### src/rtl/ptw_pkg.sv
package ptw_pkg;
  typedef enum logic [2:0] {
    PH_IDLE    = 3'd0,
    PH_CLEAR   = 3'd1,
    PH_RELEASE = 3'd2,
    PH_CLKHI   = 3'd3,
    PH_CODE    = 3'd4,
    PH_DATA    = 3'd5,
    PH_CLKLO   = 3'd6
  } phase_e;

  typedef struct packed {
    logic   capture;
    phase_e nextPhase;
  } strobe_t;
endpackage

### src/rtl/ptw_ctrl.sv
module ptw_ctrl
  import ptw_pkg::*;
#(
  parameter int PHASE_CYCLES = 4
) (
  input  logic    clk,
  input  logic    rstN,
  input  logic    reqValid,
  output logic    busy,
  output logic    done,
  output strobe_t strobes
);
  localparam int CNT_W  = (PHASE_CYCLES > 1) ? $clog2(PHASE_CYCLES) : 1;
  localparam int LAST_I = PHASE_CYCLES - 1;
  localparam logic [CNT_W-1:0] LAST_CNT = LAST_I[CNT_W-1:0];

  phase_e          phaseQ, phaseD;
  logic [CNT_W-1:0] tickQ, tickD;
  logic             lastTick;
  logic             finish;
  logic             doneQ;

  assign lastTick = (tickQ == LAST_CNT);

  always_comb begin
    phaseD  = phaseQ;
    finish  = 1'b0;
    strobes = '{capture: 1'b0, nextPhase: phaseQ};
    if (phaseQ == PH_IDLE) begin
      if (reqValid) begin
        phaseD          = PH_CLEAR;
        strobes.capture = 1'b1;
      end
    end else if (lastTick) begin
      unique case (phaseQ)
        PH_CLEAR:   phaseD = PH_RELEASE;
        PH_RELEASE: phaseD = PH_CLKHI;
        PH_CLKHI:   phaseD = PH_CODE;
        PH_CODE:    phaseD = PH_DATA;
        PH_DATA:    phaseD = PH_CLKLO;
        default: begin
          phaseD = PH_IDLE;
          finish = 1'b1;
        end
      endcase
    end
    strobes.nextPhase = phaseD;
    tickD = (phaseD != phaseQ) ? '0 : tickQ + 1'b1;
  end

  always_ff @(posedge clk) begin
    if (!rstN) begin
      phaseQ <= PH_IDLE;
      tickQ  <= '0;
      doneQ  <= 1'b0;
    end else begin
      phaseQ <= phaseD;
      tickQ  <= (phaseD == PH_IDLE) ? '0 : tickD;
      doneQ  <= finish;
    end
  end

  assign busy = (phaseQ != PH_IDLE);
  assign done = doneQ;
endmodule

### src/rtl/ptw_datapath.sv
module ptw_datapath
  import ptw_pkg::*;
#(
  parameter int BYTE_W = 8
) (
  input  logic              clk,
  input  logic              rstN,
  input  strobe_t           strobes,
  input  logic [BYTE_W-1:0] reqCode,
  input  logic [BYTE_W-1:0] reqData,
  output logic              testClr,
  output logic              testClk,
  output logic              testEn,
  output logic [BYTE_W-1:0] testData
);
  logic [BYTE_W-1:0] codeQ, valueQ;
  logic              clrD, clkD, enD;
  logic [BYTE_W-1:0] busD;

  always_ff @(posedge clk) begin
    if (!rstN) begin
      codeQ  <= '0;
      valueQ <= '0;
    end else if (strobes.capture) begin
      codeQ  <= reqCode;
      valueQ <= reqData;
    end
  end

  always_comb begin
    clrD = 1'b0;
    clkD = 1'b0;
    enD  = 1'b0;
    busD = '0;
    unique case (strobes.nextPhase)
      PH_CLEAR: clrD = 1'b1;
      PH_CLKHI: clkD = 1'b1;
      PH_CODE: begin
        enD  = 1'b1;
        busD = codeQ;
      end
      PH_DATA: begin
        clkD = 1'b1;
        busD = valueQ;
      end
      default: ;
    endcase
  end

  always_ff @(posedge clk) begin
    if (!rstN) begin
      testClr  <= 1'b0;
      testClk  <= 1'b0;
      testEn   <= 1'b0;
      testData <= '0;
    end else begin
      testClr  <= clrD;
      testClk  <= clkD;
      testEn   <= enD;
      testData <= busD;
    end
  end
endmodule

### src/rtl/phy_test_writer.sv
module phy_test_writer
  import ptw_pkg::*;
#(
  parameter int BYTE_W       = 8,
  parameter int PHASE_CYCLES = 4
) (
  input  logic              clk,
  input  logic              rstN,
  input  logic              reqValid,
  input  logic [BYTE_W-1:0] reqCode,
  input  logic [BYTE_W-1:0] reqData,
  output logic              busy,
  output logic              done,
  output logic              testClr,
  output logic              testClk,
  output logic              testEn,
  output logic [BYTE_W-1:0] testData
);
  strobe_t strobes;

  ptw_ctrl #(.PHASE_CYCLES(PHASE_CYCLES)) u_ctrl (
    .clk      (clk),
    .rstN     (rstN),
    .reqValid (reqValid),
    .busy     (busy),
    .done     (done),
    .strobes  (strobes)
  );

  ptw_datapath #(.BYTE_W(BYTE_W)) u_dp (
    .clk      (clk),
    .rstN     (rstN),
    .strobes  (strobes),
    .reqCode  (reqCode),
    .reqData  (reqData),
    .testClr  (testClr),
    .testClk  (testClk),
    .testEn   (testEn),
    .testData (testData)
  );
endmodule

### config.mk
export PLATFORM = sky130hd
export DESIGN_NAME = phy_test_writer
export DESIGN_NICKNAME = d
export VERILOG_FILES = /design/src/rtl/ptw_pkg.sv /design/src/rtl/ptw_ctrl.sv /design/src/rtl/ptw_datapath.sv /design/src/rtl/phy_test_writer.sv
export SDC_FILE = /design/constraint.sdc
export NUM_CORES = 1
export LEC_CHECK = 0
export ABC_AREA = 1
export BUFFER_PORTS_ARGS = -buffer_cell sky130_fd_sc_hd__buf_2
export CORE_MARGIN = 2
export CORE_UTILIZATION = 54
export CTS_BUF_LIST = sky130_fd_sc_hd__clkbuf_4
export DETAILED_ROUTE_END_ITERATION = 10
export GPL_ROUTABILITY_DRIVEN = 1
export GPL_TIMING_DRIVEN = 0
export PLACE_DENSITY = 0.81
export SYNTH_ARGS = -nofsm -noshare
export SYNTH_HDL_FRONTEND = slang
export SYNTH_SLANG_ARGS = --single-unit
### constraint.sdc
create_clock -name clk -period 1.7 [get_ports clk]
set_input_delay 0.51 -clock clk [delete_from_list [all_inputs] [get_ports clk]]
set_output_delay 0.51 -clock clk [all_outputs]
set_load 0.01 [all_outputs]
# Word level (Yosys, flattened, before mapping)
# Index checks and enable logic that the tools add are counted.
dict set report classes {
  eq_ne 11
  magnitude_cmp 0
  reduce_logical 7
  n_mul 0
  n_bitwise 2
  div 0
  add_sub_neg 1
  shift 0
  muxes 11
}
# operator count
set op_table {}
lappend op_table {{one-hot mux 8 bit (2 select lines)} 1}
lappend op_table {{one-hot mux 3 bit (5 select lines)} 1}
lappend op_table {{equality test 3 bit (second input constant)} 4}
lappend op_table {{equality test 3 x 2 -> 1 bit (second input constant)} 3}
lappend op_table {{two-way mux 3 bit} 3}
lappend op_table {{equality test 3 x 1 -> 1 bit (second input constant)} 2}
lappend op_table {{logical NOT 3 bit} 2}
lappend op_table {{two-way mux 1 bit} 6}
lappend op_table {{OR reduction 3 bit} 2}
lappend op_table {{OR reduction 5 bit} 1}
lappend op_table {{inequality test 3 bit} 1}
lappend op_table {{nonzero test 3 bit} 1}
lappend op_table {{adder 2 x 1 -> 2 bit (second input constant)} 1}
lappend op_table {{equality test 2 bit (second input constant)} 1}
lappend op_table {{NOT 1 bit} 2}
lappend op_table {{OR reduction 2 bit} 1}
dict set report totals {
  reg_bits 33
  memories 0
  out_inout_bits 13
  input_bits 19
  romBits 0
  latch_bits 0
  ramBits 0
  elab_cells 41
}

# Logic depth before layout (Yosys ltp)
dict set report logic_depth {
  ltp_word 7
  ltp_mapped 10
  ltp_nobuf 10
}

# By module
# From an unflattened synthesis, not the netlist that was laid out.
dict set report hier_totals {
  hier_cells 161
  hier_area_um2 1325.0
}
# mod cells_each area_per_inst_um2 instances seq_area_each_um2
set modules_own_cells {}
lappend modules_own_cells {ptw_datapath 116 998.5 1 540.5}
lappend modules_own_cells {ptw_ctrl 45 326.6 1 120.1}

# Worst setup path after synthesis
# No wires, ideal clock.
dict set report synth_timing {
  kind {register -> register}
  startpoint {reg u_ctrl.tickQ[0]}
  endpoint {reg u_ctrl.tickQ[0]}
  setup_slack_ns 0.347
  t_required_ns 1.588
  path_buffers 0
  stages_incl_launch_ff 9
  setup_ns 0.112
  t_arrival_ns 1.241
  synth_period_minus_slack_ns 1.353
  path_cell_list {dfxtp_1 > ha_1 > nand2_2 > nor2_2 > nor2_4 > a21oi_1 > nand2_1 > nand2_1 > nor2_1}
}
dict set report synth_between {
  elab_chain_len 5
  word_cells_on_any_way 7
  cone_classes {1 x add/sub; 2 x eq/ne; 2 x mux; 2 x reduce/logical}
}
# element line_no
set synth_lines {}
lappend synth_lines {{from (decl)} ptw_ctrl.sv:18} ;# logic [CNT_W-1:0] tickQ, tickD;
lappend synth_lines {{from (signal assigned)} ptw_ctrl.sv:58} ;# tickQ <= (phaseD == PH_IDLE) ? '0 : tickD;
lappend synth_lines {{equality test 2 bit} ptw_ctrl.sv:23} ;# assign lastTick = (tickQ == LAST_CNT);
lappend synth_lines {{two-way mux 3 bit} ptw_ctrl.sv:34} ;# end else if (lastTick) begin
lappend synth_lines {{two-way mux 3 bit} ptw_ctrl.sv:29} ;# if (phaseQ == PH_IDLE) begin
lappend synth_lines {{inequality test 3 bit or logical NOT 3 bit (tied branches)} {ptw_ctrl.sv:48, ptw_ctrl.sv:58}}
lappend synth_lines {{OR reduction 3 bit (no line)} --}
# Several ways; a longest one is shown, not always the timed one.
# A chain may end at the register's enable or synchronous reset.

# Worst setup path in the final report
dict set report layout_timing {
  startpoint {reg u_ctrl.phaseQ[0]}
  endpoint {out busy}
}
dict set report layout_between {
  elab_chain_len 1
}
# element line_no
set layout_lines {}
lappend layout_lines {{from (decl)} ptw_ctrl.sv:17} ;# phase_e phaseQ, phaseD;
lappend layout_lines {{from (signal assigned)} ptw_ctrl.sv:57} ;# phaseQ <= phaseD;
lappend layout_lines {{nonzero test 3 bit} ptw_ctrl.sv:63} ;# assign busy = (phaseQ != PH_IDLE);
lappend layout_lines {{to (decl)} phy_test_writer.sv:12} ;# output logic busy,
# Every way passes these cells.

==> results.md <==
- Status: finished clean
- Cells on Worst Hold Path: 1
- Root buffer selected by CTS: sky130_fd_sc_hd__clkbuf_4
- Cell count after synthesis: 167
- Synth unique cells: 20
- CP Launch Type: register
- Worst ir drop on vdd: 785 uV
- Hold Violations, Final: 0
- Number of antenna-violating nets in the routed design: 0
- Buffers on Ports: 30
- Die boundary width: 53.3 um
- CTS max path bufs: 2
- Slew margin rel.: 72.1%
- Critical path peak fanout: 6
- Area added between synthesis and finish: 20.5%
- P per Cell Area: 983 nW/um^2
- Total of fill cells in the finished design: 205
- Vias in the first global route: 1,082
- Post-synthesis register bit count: 33
- Detailed-placement wirelength estimate: 1.92 mm
- Routability-driven placement congestion ratio: 0.866
- Type of the setup path with the least slack: register to output port
- Avg Vias per Cell: 5.13
- Cell with the largest stage delay on the worst path: sky130_fd_sc_hd__dfxtp_1
- Post-CTS Setup Bufs: 0
- Antenna violations before repair: 0
- Actual transition at the worst max-transition pin: 0.419 ns
- Clock tree from TritonCTS: done
- 1st-iter DRT viols: 16
- GRT Total Usage: 22.6%
- Highest clock frequency the design can meet: 617 MHz
- Sum of routed wire length over all layers: 2.71 mm
- Int Pwr: 1.19 mW
- Total stage count of the critical path: 3
- Setup Total Neg Slack: 0 ns
- Number of violations of the max-capacitance limit: 0
- Starting density of the core: 58.2%
- Fraction of synthesis flops using an asynchronous set or reset pin: 0%
- Kind of end point of the critical path: output port
- Number of synthesized flops with an enable pin: 0
- Sequential Power Share: 53.6%
- Net count after synthesis: 187
- Placement Rows: 17
- 1st-pass router iterations: 4
- Warnings from Yosys: 0
- Vertical die dimension: 53.3 um
- Setup repair after global routing missed its margin: false
- Sequential element share of the synthesized area: 50.4%
- Maximum number of pins on one net before global-route repair: 11
- Largest area contributor in the netlist: sky130_fd_sc_hd__dfxtp_1
- Fin crit share: 95.4%
- Clock Latency Late Sink: 0.34 ns
- Post-cts hold buffer count: 0
- Clock tree sinks: 33
- Clock skew: 0.0193 ns
- Largest delay contributor family on the critical path: flip-flops
- Total overflow reported by the global router: 0
- Path depth of the worst reg2reg path: 10
- Clock slew at the register clock pins of the worst setup and hold paths: 0.09 ns
- Synth Flop Type: sky130_fd_sc_hd__dfxtp_1
- Crit path required time: 1.19 ns
- Post-synthesis average cell area: 7.85 sq um
- Clock group share of total power: 36.9%
- Top cell type's share of synthesized area: 50.4%
- Total Die Area: 2840 sq um
- Critical path arrival: 1.11 ns
- Final instance area: 1580 sq um
- Deepest level of the CTS H-tree: 2
- Netlist area before placement: 1310 sq um
- Largest stage delay on the critical path: 0.39 ns
- Vias post-DR: 1,196
- Average wire length per cell after detail routing: 11.6 um
- Static leakage power: 0.762 nW
- Total core area: 2250 sq um
- Switching power share of the total: 23.4%
- Count of pins over their slew limit: 0
- Final count of negative-setup-slack endpoints: 0
- Placement Cell Area: 1500 sq um
- Logic gate share of total power: 9.5%
- Antenna diode count: 0
- Main area contributors after synthesis: sky130_fd_sc_hd__dfxtp_1 50%, sky130_fd_sc_hd__nand2_1 7.4%, sky130_fd_sc_hd__a21oi_1 6.9%
- Buffers plus inverters on the worst setup path: 1
- Final period demand of the worst path: 1.62 ns
- Number of nets at the end of the flow: 224
- Switch Pwr: 0.364 mW
- Worst min-delay path category: register to register
- Fraction of final layout cells with drive strength greater than 1: 26.8%
- TritonCTS Buffers: 5
- Wire length of the first global-routing pass: 4.44 mm
- Top Ports: 32
- Remaining routing DRC violations: 0
- Critical path, cell by cell: nor2_4 -> nand2_1 -> buf_2
power by group through the flow:
stage | registers [mW] | clock network (mW) | logic [mW]
floorplan | 0.846 | 0 | 0.0978
global route | 0.837 | 0.614 | 0.170
global placement | 0.847 | 0 | 0.140
finish | 0.833 | 0.573 | 0.148
detailed placement | 0.849 | 0 | 0.146
CTS | 0.832 | 0.582 | 0.147
sequential cells by signal, indices dropped and copies added, names as in the netlist:
| register | count |
|---|---|
| u_ctrl.tickQ | 2 |
| u_dp.codeQ | 8 |
| u_ctrl.done | 1 |
| u_dp.testData | 8 |
| u_dp.testClk | 1 |
| u_dp.testClr | 1 |
| u_dp.valueQ | 8 |
| u_ctrl.phaseQ | 3 |
| u_dp.testEn | 1 |
cells in the mapped netlist (2+ instances only):
library cell / count
sky130_fd_sc_hd__nand3_2: 4
sky130_fd_sc_hd__nor2_4: 2
sky130_fd_sc_hd__inv_1: 24
sky130_fd_sc_hd__nand2_1: 26
sky130_fd_sc_hd__nand3_1: 10
sky130_fd_sc_hd__nor3_1: 2
sky130_fd_sc_hd__clkbuf_1: 3
sky130_fd_sc_hd__a21oi_1: 18
sky130_fd_sc_hd__nor2_1: 15
sky130_fd_sc_hd__buf_2: 2
sky130_fd_sc_hd__nor2_2: 2
sky130_fd_sc_hd__nand2_2: 4
sky130_fd_sc_hd__dfxtp_1: 33
sky130_fd_sc_hd__o21ai_0: 16
area by class of cell:
cell class	count	area, sq um	share of cell area, %
clock buffer	6	45.0	2.85
clock inverter	2	33.8	2.14
tap	28	35.0	2.22
timing repair buffer	30	150	9.50
sequential	33	661	41.8
buffer	5	21.3	1.35
inverter	26	98.8	6.25
multi-input combinational	103	536	33.9
cell families (layout without fill, tap and decap cells):
| logic type | after synthesis | in the layout | share of synthesized area (%) |
|---|---|---|---|
| AO/OA/AOI/OAI | 35 | 35 | 13.4 |
| adder cells (fa/ha/maj) | 1 | 1 | 0.954 |
| buffers and inverters | 31 | 69 | 9.16 |
| flip-flops | 33 | 33 | 50.4 |
| AND/OR/NAND/NOR | 67 | 67 | 26.1 |
routing by layer:
layer	vias to the layer above	wire, um	GRT usage [%]
li1	609	-	-
met1	544	1100	23.9
met2	37	1380	39.7
met3	6	182	8.47
met4	0	40	9.40
met5	-	0	0
worst reg2reg max path: stages, from the launching register on:
cell                      delay (ns)
sky130_fd_sc_hd__dfxtp_1        0.34
sky130_fd_sc_hd__ha_1           0.28
sky130_fd_sc_hd__nand2_2        0.15
sky130_fd_sc_hd__nand2_1        0.10
sky130_fd_sc_hd__inv_1          0.06
sky130_fd_sc_hd__nor2_4         0.16
sky130_fd_sc_hd__inv_2          0.08
sky130_fd_sc_hd__nand3_4        0.11
sky130_fd_sc_hd__nor2_1         0.05
sky130_fd_sc_hd__nand2_1        0.05
sky130_fd_sc_hd__nand2_1        0.05
layout by cell type (no fill, tap or decap):
cell / count
sky130_fd_sc_hd__a21oi_1: 18
sky130_fd_sc_hd__buf_2: 32
sky130_fd_sc_hd__bufinv_16: 1
sky130_fd_sc_hd__clkbuf_1: 3
sky130_fd_sc_hd__clkbuf_4: 6
sky130_fd_sc_hd__clkinv_1: 1
sky130_fd_sc_hd__clkinv_2: 1
sky130_fd_sc_hd__dfxtp_1: 33
sky130_fd_sc_hd__ha_1: 1
sky130_fd_sc_hd__inv_1: 24
sky130_fd_sc_hd__inv_2: 1
sky130_fd_sc_hd__nand2_1: 26
sky130_fd_sc_hd__nand2_2: 4
sky130_fd_sc_hd__nand2_4: 1
sky130_fd_sc_hd__nand3_1: 10
sky130_fd_sc_hd__nand3_2: 4
sky130_fd_sc_hd__nand3_4: 1
sky130_fd_sc_hd__nor2_1: 15
sky130_fd_sc_hd__nor2_2: 1
sky130_fd_sc_hd__nor2_4: 3
sky130_fd_sc_hd__nor3_1: 2
sky130_fd_sc_hd__o21ai_0: 16
sky130_fd_sc_hd__o21ai_1: 1
metrics by stage:
step	setup WS (ns)	cells	hold slack [ns]	power [mW]	utilization, %
after floorplan	0.347	167	0.397	0.944	-
after global placement	0.231	225	0.405	0.987	66.4
after detailed placement	0.169	225	0.416	0.996	66.4
after CTS	0.0691	233	0.429	1.56	69.9
after global routing	0.0114	233	0.453	1.62	70.1
final	0.0780	233	0.422	1.55	70.1
worst paths after layout:
kind	endpoint	slack [ns]	start
hold / removal	u_ctrl.tickQ[0]	0.42	u_ctrl.tickQ[0]
setup reg to reg	u_dp.testData[7]	0.16	u_ctrl.tickQ[0]
hold reg to reg	u_ctrl.tickQ[0]	0.42	u_ctrl.tickQ[0]
setup / recovery	busy	0.08	u_ctrl.phaseQ[0]
what timing repair did:
action                     in CTS  in global routing
hold endpoints to repair        0                  0
setup endpoints to repair       0                  1
resized for setup               0                  1
No activity file was read; power rests on OpenSTA's default activity.
